==> src/rtl/adc_sp_pkg.sv <==
package adc_sp_pkg;

  typedef enum logic [1:0] {
    ST_IDLE    = 2'd0,
    ST_SELECT  = 2'd1,
    ST_CONVERT = 2'd2,
    ST_SHIFT   = 2'd3
  } ctrlState_t;

  typedef enum logic [1:0] {
    DRV_OFF  = 2'd0,
    DRV_LOW  = 2'd1,
    DRV_DATA = 2'd2
  } drvMode_t;

  // strobes from control to datapath
  typedef struct packed {
    logic     capture;
    logic     useCh1;
    logic     shift;
    drvMode_t drive;
  } dpStrobe_t;

endpackage

==> src/rtl/adc_sp_front.sv <==
module adc_sp_front #(
  parameter int SYNC_STAGES  = 2,
  parameter int MIN_HIGH_CYC = 5
) (
  input  logic clk,
  input  logic rstN,
  input  logic cnvStartIn,
  input  logic serClkIn,
  output logic startValid,
  output logic sclkRise,
  output logic sclkFall
);

  localparam int HI_W = (MIN_HIGH_CYC < 1) ? 1 : $clog2(MIN_HIGH_CYC + 1);

  // index 0 is the newest stage, index SYNC_STAGES is the edge history
  logic [SYNC_STAGES:0] startPipe;
  logic [SYNC_STAGES:0] clkPipe;
  logic startLvl, startPrev, clkLvl, clkPrev;

  always_ff @(posedge clk or negedge rstN) begin
    if (!rstN) begin
      startPipe <= '0;
      clkPipe   <= '0;
    end else begin
      startPipe <= {startPipe[SYNC_STAGES-1:0], cnvStartIn};
      clkPipe   <= {clkPipe[SYNC_STAGES-1:0], serClkIn};
    end
  end

  assign startLvl  = startPipe[SYNC_STAGES-1];
  assign startPrev = startPipe[SYNC_STAGES];
  assign clkLvl    = clkPipe[SYNC_STAGES-1];
  assign clkPrev   = clkPipe[SYNC_STAGES];

  assign sclkRise = clkLvl & ~clkPrev;
  assign sclkFall = ~clkLvl & clkPrev;

  generate
    if (MIN_HIGH_CYC > 0) begin : g_filter
      logic [HI_W-1:0] hiCnt;
      logic            hiLongEnough;

      // counts synchronised high cycles, saturating at the threshold
      always_ff @(posedge clk or negedge rstN) begin
        if (!rstN) begin
          hiCnt <= '0;
        end else if (!startLvl) begin
          hiCnt <= '0;
        end else if (hiCnt != HI_W'(MIN_HIGH_CYC)) begin
          hiCnt <= hiCnt + 1'b1;
        end
      end

      assign hiLongEnough = (hiCnt == HI_W'(MIN_HIGH_CYC));
      assign startValid   = startPrev & ~startLvl & hiLongEnough;
    end else begin : g_nofilter
      assign startValid = startPrev & ~startLvl;
    end
  endgenerate

endmodule

==> src/rtl/adc_sp_ctrl.sv <==
module adc_sp_ctrl
  import adc_sp_pkg::*;
#(
  parameter int DATA_W      = 8,
  parameter int SEL_WIN_CYC = 40,
  parameter int CONV_CYC    = 750
) (
  input  logic       clk,
  input  logic       rstN,
  input  logic       startValid,
  input  logic       sclkRise,
  input  logic       sclkFall,
  output dpStrobe_t  strobe
);

  localparam int TMR_MAX = (SEL_WIN_CYC > CONV_CYC) ? SEL_WIN_CYC : CONV_CYC;
  localparam int TMR_W   = $clog2(TMR_MAX + 1);
  localparam int BIT_W   = $clog2(DATA_W + 1);

  ctrlState_t       stateQ, stateD;
  logic [TMR_W-1:0] tmrQ, tmrD;
  logic [BIT_W-1:0] riseQ, riseD;
  logic             ch1Q, ch1D;
  logic             captureD, shiftD;

  always_comb begin
    stateD   = stateQ;
    tmrD     = tmrQ;
    riseD    = riseQ;
    ch1D     = ch1Q;
    captureD = 1'b0;
    shiftD   = 1'b0;
    unique case (stateQ)
      ST_IDLE: begin
        if (startValid) begin
          stateD = ST_SELECT;
          tmrD   = '0;
          ch1D   = 1'b0;
        end
      end
      ST_SELECT: begin
        if (startValid) ch1D = 1'b1;
        if (tmrQ == TMR_W'(SEL_WIN_CYC - 1)) begin
          stateD   = ST_CONVERT;
          tmrD     = '0;
          captureD = 1'b1;
        end else begin
          tmrD = tmrQ + 1'b1;
        end
      end
      ST_CONVERT: begin
        if (startValid) begin
          stateD = ST_SELECT;
          tmrD   = '0;
          ch1D   = 1'b0;
        end else if (tmrQ == TMR_W'(CONV_CYC - 1)) begin
          stateD = ST_SHIFT;
          riseD  = '0;
        end else begin
          tmrD = tmrQ + 1'b1;
        end
      end
      ST_SHIFT: begin
        if (startValid) begin
          stateD = ST_SELECT;
          tmrD   = '0;
          ch1D   = 1'b0;
        end else begin
          if (sclkFall) shiftD = 1'b1;
          if (sclkRise) begin
            if (riseQ == BIT_W'(DATA_W - 1)) begin
              stateD = ST_IDLE;
            end else begin
              riseD = riseQ + 1'b1;
            end
          end
        end
      end
      default: stateD = ST_IDLE;
    endcase
  end

  always_ff @(posedge clk or negedge rstN) begin
    if (!rstN) begin
      stateQ <= ST_IDLE;
      tmrQ   <= '0;
      riseQ  <= '0;
      ch1Q   <= 1'b0;
    end else begin
      stateQ <= stateD;
      tmrQ   <= tmrD;
      riseQ  <= riseD;
      ch1Q   <= ch1D;
    end
  end

  always_comb begin
    strobe.capture = captureD;
    strobe.useCh1  = ch1D;
    strobe.shift   = shiftD;
    unique case (stateQ)
      ST_SELECT, ST_CONVERT: strobe.drive = DRV_LOW;
      ST_SHIFT:              strobe.drive = DRV_DATA;
      default:               strobe.drive = DRV_OFF;
    endcase
  end

endmodule

==> src/rtl/adc_sp_dp.sv <==
module adc_sp_dp
  import adc_sp_pkg::*;
#(
  parameter int DATA_W = 8
) (
  input  logic              clk,
  input  logic              rstN,
  input  logic [DATA_W-1:0] sampleCh0,
  input  logic [DATA_W-1:0] sampleCh1,
  input  dpStrobe_t         strobe,
  output logic              serData,
  output logic              serDataEn
);

  logic [DATA_W-1:0] shiftReg;
  logic [DATA_W-1:0] chosen;

  assign chosen = strobe.useCh1 ? sampleCh1 : sampleCh0;

  always_ff @(posedge clk or negedge rstN) begin
    if (!rstN) begin
      shiftReg <= '0;
    end else if (strobe.capture) begin
      shiftReg <= chosen;
    end else if (strobe.shift) begin
      shiftReg <= {shiftReg[DATA_W-2:0], 1'b0};
    end
  end

  assign serData   = (strobe.drive == DRV_DATA) & shiftReg[DATA_W-1];
  assign serDataEn = (strobe.drive != DRV_OFF);

endmodule

==> src/rtl/adc_serial_port.sv <==
module adc_serial_port
  import adc_sp_pkg::*;
#(
  parameter int DATA_W       = 8,
  parameter int SYNC_STAGES  = 2,
  parameter int MIN_HIGH_CYC = 5,
  parameter int SEL_WIN_CYC  = 40,
  parameter int CONV_CYC     = 750
) (
  input  logic              clk,
  input  logic              rstN,
  input  logic              cnvStart,
  input  logic              serClk,
  input  logic [DATA_W-1:0] sampleCh0,
  input  logic [DATA_W-1:0] sampleCh1,
  output logic              serData,
  output logic              serDataEn
);

  logic      startValid;
  logic      sclkRise;
  logic      sclkFall;
  dpStrobe_t strobe;

  adc_sp_front #(
    .SYNC_STAGES (SYNC_STAGES),
    .MIN_HIGH_CYC(MIN_HIGH_CYC)
  ) u_front (
    .clk       (clk),
    .rstN      (rstN),
    .cnvStartIn(cnvStart),
    .serClkIn  (serClk),
    .startValid(startValid),
    .sclkRise  (sclkRise),
    .sclkFall  (sclkFall)
  );

  adc_sp_ctrl #(
    .DATA_W     (DATA_W),
    .SEL_WIN_CYC(SEL_WIN_CYC),
    .CONV_CYC   (CONV_CYC)
  ) u_ctrl (
    .clk       (clk),
    .rstN      (rstN),
    .startValid(startValid),
    .sclkRise  (sclkRise),
    .sclkFall  (sclkFall),
    .strobe    (strobe)
  );

  adc_sp_dp #(
    .DATA_W(DATA_W)
  ) u_dp (
    .clk      (clk),
    .rstN     (rstN),
    .sampleCh0(sampleCh0),
    .sampleCh1(sampleCh1),
    .strobe   (strobe),
    .serData  (serData),
    .serDataEn(serDataEn)
  );

endmodule

==> config.mk <==
export PLATFORM = sky130hd
export DESIGN_NAME = adc_serial_port
export DESIGN_NICKNAME = d
export VERILOG_FILES = /design/src/rtl/adc_sp_pkg.sv /design/src/rtl/adc_sp_front.sv /design/src/rtl/adc_sp_ctrl.sv /design/src/rtl/adc_sp_dp.sv /design/src/rtl/adc_serial_port.sv
export SDC_FILE = /design/constraint.sdc
export NUM_CORES = 1
export LEC_CHECK = 0
export ABC_CLOCK_PERIOD_IN_PS = 2270
export BUFFER_PORTS_ARGS = -buffer_cell sky130_fd_sc_hd__buf_4
export CAP_MARGIN = 20
export CORE_MARGIN = 2
export CORE_UTILIZATION = 44
export DETAILED_ROUTE_END_ITERATION = 7
export PLACE_DENSITY_LB_ADDON = 0.3
export SKIP_LAST_GASP = 1
export SLEW_MARGIN = 5
export SYNTH_ARGS = -nofsm -noshare
export SYNTH_HDL_FRONTEND = slang
export SYNTH_SLANG_ARGS = --single-unit
==> constraint.sdc <==
create_clock -name clk -period 2.27 [get_ports clk]
set_clock_uncertainty 0.05 [all_clocks]
set_input_delay 0.5675 -clock clk [delete_from_list [all_inputs] [get_ports clk]]
set_output_delay 0.5675 -clock clk [all_outputs]
set_load 0.01 [all_outputs]
=== Word-level counts from Yosys, hierarchy flattened ===
Index checks and enable logic that the tools add are counted.

* Reduce and logical (&&, ||, !) cells: 10
* Equal/unequal tests: 22
* Add/subtract/negate cells: 3
* Bitwise operators: 8
* Muxes and demuxes: 33

{| class="wikitable"
|+ Operator list
! kind !! number
|-
| 10-bit two-way mux || 4
|-
| 10-bit one-hot mux with 3 select lines || 1
|-
| 8-bit two-way mux || 3
|-
| 4-bit two-way mux || 5
|-
| 2-bit two-way mux || 7
|-
| 2-bit != test (second input constant) || 6
|-
| 10-bit by 1-bit adder with 10-bit output (second input constant) || 1
|-
| 10-bit equality test (second input constant) || 1
|-
| 10-bit by 6-bit equality test with 1-bit output (second input constant) || 1
|-
| 3-bit != test (second input constant) || 3
|-
| 2-bit one-hot mux with 4 select lines || 1
|-
| 4-bit one-hot mux with 2 select lines || 1
|-
| 1-bit two-way mux || 7
|-
| 2-bit equality test (second input constant) || 3
|-
| 3-bit two-way mux || 2
|-
| 2-bit by 1-bit != test with 1-bit output (second input constant) || 3
|-
| 3-bit by 2-bit != test with 1-bit output (second input constant) || 2
|-
| 6-bit AND reduction || 1
|-
| 2-bit nonzero test || 3
|-
| 1-bit AND || 5
|-
| 5-bit AND reduction || 1
|-
| 4-bit by 1-bit adder with 4-bit output (second input constant) || 1
|-
| 4-bit by 3-bit equality test with 1-bit output (second input constant) || 1
|-
| 2-bit one-hot mux with 2 select lines || 1
|-
| 9 further kinds || 12
|}

* Output and inout bits: 2
* Word-level logic and storage cells: 84
* Register bits: 34
* Bits of input ports: 20

=== Longest topological paths before layout ===
* Word-level depth: 7
* Depth in mapped cells: 8
* Gate-level depth less buffers: 7

=== By module ===
A second synthesis with hierarchy kept.

* Cells, all modules: 188
* Area total of the unflattened synthesis: 1966.9 um^2

{| class="wikitable"
|+ By module, submodules not included
! module !! times used !! area an instance (um^2) !! sequential area each (um^2) !! cells an instance
|-
| adc_sp_ctrl || 1 || 1162.4 || 425.4 || 126
|-
| adc_sp_dp || 1 || 474.2 || 200.2 || 38
|-
| adc_sp_front || 1 || 330.3 || 225.2 || 24
|}

=== Worst setup path before layout ===
OpenSTA, ideal clock, no wires.

* Path kind: flip-flop to flip-flop
* Start: reg u_front.g_filter.hiCnt[0]
* End: reg u_dp.shiftReg[1]
* Slack: 0.363 ns
* Stages on the path, launching flop included: 7
* Buffers on the path: 0
* Period minus slack after synthesis: 1.907 ns
* Data arrival time: 1.729 ns
* Setup time: 0.127 ns
* Data required time: 2.093 ns
* Cell sequence: dfrtp_1 > ha_1 > nand4b_4 > mux2i_4 > mux2i_1 > o21ai_1 > mux2_1

* Word-level cells in the longest chain between the ends: 6
* Elaborated cells on any way between the ends: 10
* Classes of those cells: eq/ne: 1; mux: 7; bitwise: 1; reduce/logical: 1

{| class="wikitable"
|+ Ends and longest elaborated chain
! element !! line !! RTL
|-
| start: declaration || adc_sp_front.sv:41 || <nowiki>logic [HI_W-1:0] hiCnt;</nowiki>
|-
| start signal: assignment || adc_sp_front.sv:51 || <nowiki>hiCnt <= hiCnt + 1'b1;</nowiki>
|-
| 3-bit equality test (*) || adc_sp_front.sv:55 || <nowiki>assign hiLongEnough = (hiCnt == HI_W'(MIN_HIGH_CYC));</nowiki>
|-
| 1-bit AND (*) || adc_sp_front.sv:56 || <nowiki>assign startValid = startPrev & ~startLvl & hiLongEnough;</nowiki>
|-
| 1-bit two-way mux (on tied branches) || n/a ||
|-
| 1-bit one-hot mux with 2 select lines || adc_sp_ctrl.sv:33 || <nowiki>unique case (stateQ)</nowiki>
|-
| 8-bit two-way mux || adc_sp_dp.sv:18 || <nowiki>assign chosen = strobe.useCh1 ? sampleCh1 : sampleCh0;</nowiki>
|-
| 8-bit two-way mux || adc_sp_dp.sv:23 || <nowiki>end else if (strobe.capture) begin</nowiki>
|-
| end signal: assignment || adc_sp_dp.sv:24 || <nowiki>shiftReg <= chosen;</nowiki>
|-
| end signal: assignment || adc_sp_dp.sv:26 || <nowiki>shiftReg <= {shiftReg[DATA_W-2:0], 1'b0};</nowiki>
|-
| end: declaration || adc_sp_dp.sv:15 || <nowiki>logic [DATA_W-1:0] shiftReg;</nowiki>
|}

Every way passes the cells marked *; elsewhere a longest branch is shown, timed or not.
A chain may end at the register's enable or synchronous reset.

=== Worst setup path in the final report ===
* Start: reg u_front.g_filter.hiCnt[0]
* End: reg u_dp.shiftReg[4]

The elaborated chain is that of the path after synthesis.

==> flow_summary.ini <==
[outcome]
outcome = completed

[synthesis]
netlist.area_leader.share = 0.427
async_flop_share = 1.00
synth_nets = 219
syn_area_um2 = 1990
synth_top_area_cell = dfrtp_1
ys_ff_latch = 34
ys_seq_area_frac = 0.427
synth_compound_area_frac = 0.126
yosys.area_share.simple = 0.192
ys_types = 46
yosys.area_share.xor_xnor = 0.0352
synth_fa_ha_area_frac = 0.0753
syn_inst = 187
synth_top_family_by_area = simple AND/OR/NAND/NOR gates
avgSynthCellArea_um2 = 10.7
synth.yosys.warnings = 0
synthTopCellsByArea = dfrtp_1 43%, ha_1 7.5%, mux2i_1 5.0%
synth_edf_count = 0
yosys-mux-area-fraction = 0.103
synth_ff_type = dfrtp_1

[finish]
antenna_cells = 0
fin_nets = 244
seq_area_um2 = 851
layout-drive-gt1-share = 0.193
area_growth_pct = 13.9
multi_input_area_um2 = 1060
n_fill_cell = 396

[critical_path]
crit_arrival_ns = 2.17
cp-end-kind = register
startpoint_type = register
required_ns = 2.39
cp_max_fo = 9
regToRegSetupSlack_ns = 0.22
critical_path_class = reg2reg

[route]
top_layer_used = met4
totalWireLength_um = 3460
met2WireLength_um = 1470
dr.pass1.iters = 4
drc = 0
wl_met3_um = 169
ant_nets = 0
viasPerCell = 5.27
vias = 1392
first_iter_violations = 47
drt-met1-wl_um = 1740
drt-wirelength-per-cell_um = 13.1

[pwr]
power_frac_comb = 0.412
power.total_mw = 2.14
ir_drop_mv = 0.405
p_sw_frac = 0.395
p_seq_frac = 0.390
total_leakage_power_nw = 1.08
powerDensity_nw_per_um2 = 943
power.switching_mw = 0.846
power_frac_clock = 0.198
p_int_mw = 1.30

[clock_tree]
clock-sinks = 34
clk_latency_ns = 0.29
htree_levels = 2
clk_path_buf_depth = 2
cts_root_buffer = clkbuf_8
cts_tree = yes
cts_buffers = 5
post_cts_resized = 0
clk_pin_slew_ns = 0.07
postCtsHoldBufs = 0
post_cts_buffers = 0

[floorplan]
die_h_um = 71.3
start_util = 0.458
die_w_um = 71.3
rows = 24
coreArea_um2 = 4350
io_pins = 22
die-area_um2 = 5080

[timing]
fin_crit_sh = 0.903
fmax_mhz = 488
hold_viol = 0
fin_crit_ns = 2.05
slew_headroom = 0.701
setup_viol = 0
maxSlewViolCount = 0
tightest_slew_ns = 0.439
fin_setup_tns_ns = 0
rsz0062_at_grt = false
holdWs_ns = 0.157

[grt]
grt_pass1_vias = 1385
grt_max_degree = 35
grt_usage = 0.157
grt_pass1_wl_um = 6170
grt_overflow = 0
antenna_found_initial = 0

[place]
dp_hpwl_um = 2600
gp_congestion = 0.784
numPortBuffers = 21

[flow_run]
cap_violations = 0

[min_path]
hold_class = in2async
layer usage:
layer	GRT usage	vias to the layer above
met5	0	-
met4	0.0755	0
met3	0.0380	7
met2	0.242	36
met1	0.209	639
li1	-	710
final cells by class:
type,instances,area share
timing repair buffer,22,0.0727
clock buffer,5,0.0303
tap,52,0.0287
inverter,14,0.0231
sequential,34,0.375
multi-input combinational,135,0.466
clock inverter,2,0.00441
state kept, by name (all words and copies together), names as in the netlist:
signal	count
u_ctrl.tmrQ	10
u_dp.shiftReg	8
u_ctrl.riseQ	4
u_front.clkPipe	3
u_front.g_filter.hiCnt	3
u_front.startPipe	3
u_ctrl.stateQ	2
u_ctrl.ch1Q	1
metrics by stage:
step                setup slack [ns]  area [µm²]   util  instances
detailed placement             0.213        2190  0.503        257
CTS                            0.205        2270  0.522        264
global route                  0.0545        2270  0.522        264
finish                         0.219        2270  0.522        264
floorplan                      0.363        1990      -        187
global placement               0.233        2190  0.503        257
power groups by stage:
stage	Sequential [mW]	Combinational (mW)	Clock [mW]
4_1_cts	0.837	0.896	0.438
6_report	0.836	0.883	0.423
3_3_place_gp	0.843	0.883	0
5_1_grt	0.856	1.00	0.463
2_1_floorplan	0.818	0.686	0
3_5_place_dp	0.847	0.891	0
final timing paths:
check                                     startpoint                 end  cells after the start
max in group asynchronous                       rstN      u_ctrl.tmrQ[5]                      1
min reg2reg                       u_front.clkPipe[0]  u_front.clkPipe[1]                      0
max                        u_front.g_filter.hiCnt[0]    u_dp.shiftReg[4]                      6
min in group clk                  u_front.clkPipe[0]  u_front.clkPipe[1]                      0
min                                             rstN     u_ctrl.riseQ[1]                      1
max reg2reg                u_front.g_filter.hiCnt[0]    u_dp.shiftReg[4]                      6
synth_stat cells, types with 2 or more instances:
cell and n:
a211oi_1 4, a21boi_0 2, a21oi_1 3, a31oi_1 5, and2_1 3, and3_1 3
buf_6 2, dfrtp_1 34, ha_1 12, inv_1 14, mux2_1 6, mux2i_1 10
nand2_1 15, nand3_1 6, nor2_1 12, nor2_2 2, nor2b_1 5, nor3_1 3
o21ai_0 5, o21ai_1 9, xnor2_1 7
cell families (layout without fill, tap and decap cells):
kind of cell	after synthesis	after routing
mux	18	18
flops	34	34
compound gates	38	38
simple gates	59	59
fa+ha+maj	12	12
xor+xnor	8	8
buf+inv	18	43
layout by cell type (no fill, tap or decap), types with 7 or more instances in the layout:
cell,netlist,routed
nor2_1,12,12
ha_1,12,12
o21ai_1,9,9
xnor2_1,7,7
mux2i_1,10,10
inv_1,14,14
nand2_1,15,15
buf_4,0,22
dfrtp_1,34,34
worst max-delay path, stage by stage, from the launching register on:
cell and delay, ns:
dfrtp_1 0.41, ha_1 0.27, nand4b_4 0.15, mux2i_4 0.46, mux2i_1 0.26, o21ai_1 0.07, mux2_1 0.28
Power figures use the tool's default switching activity.
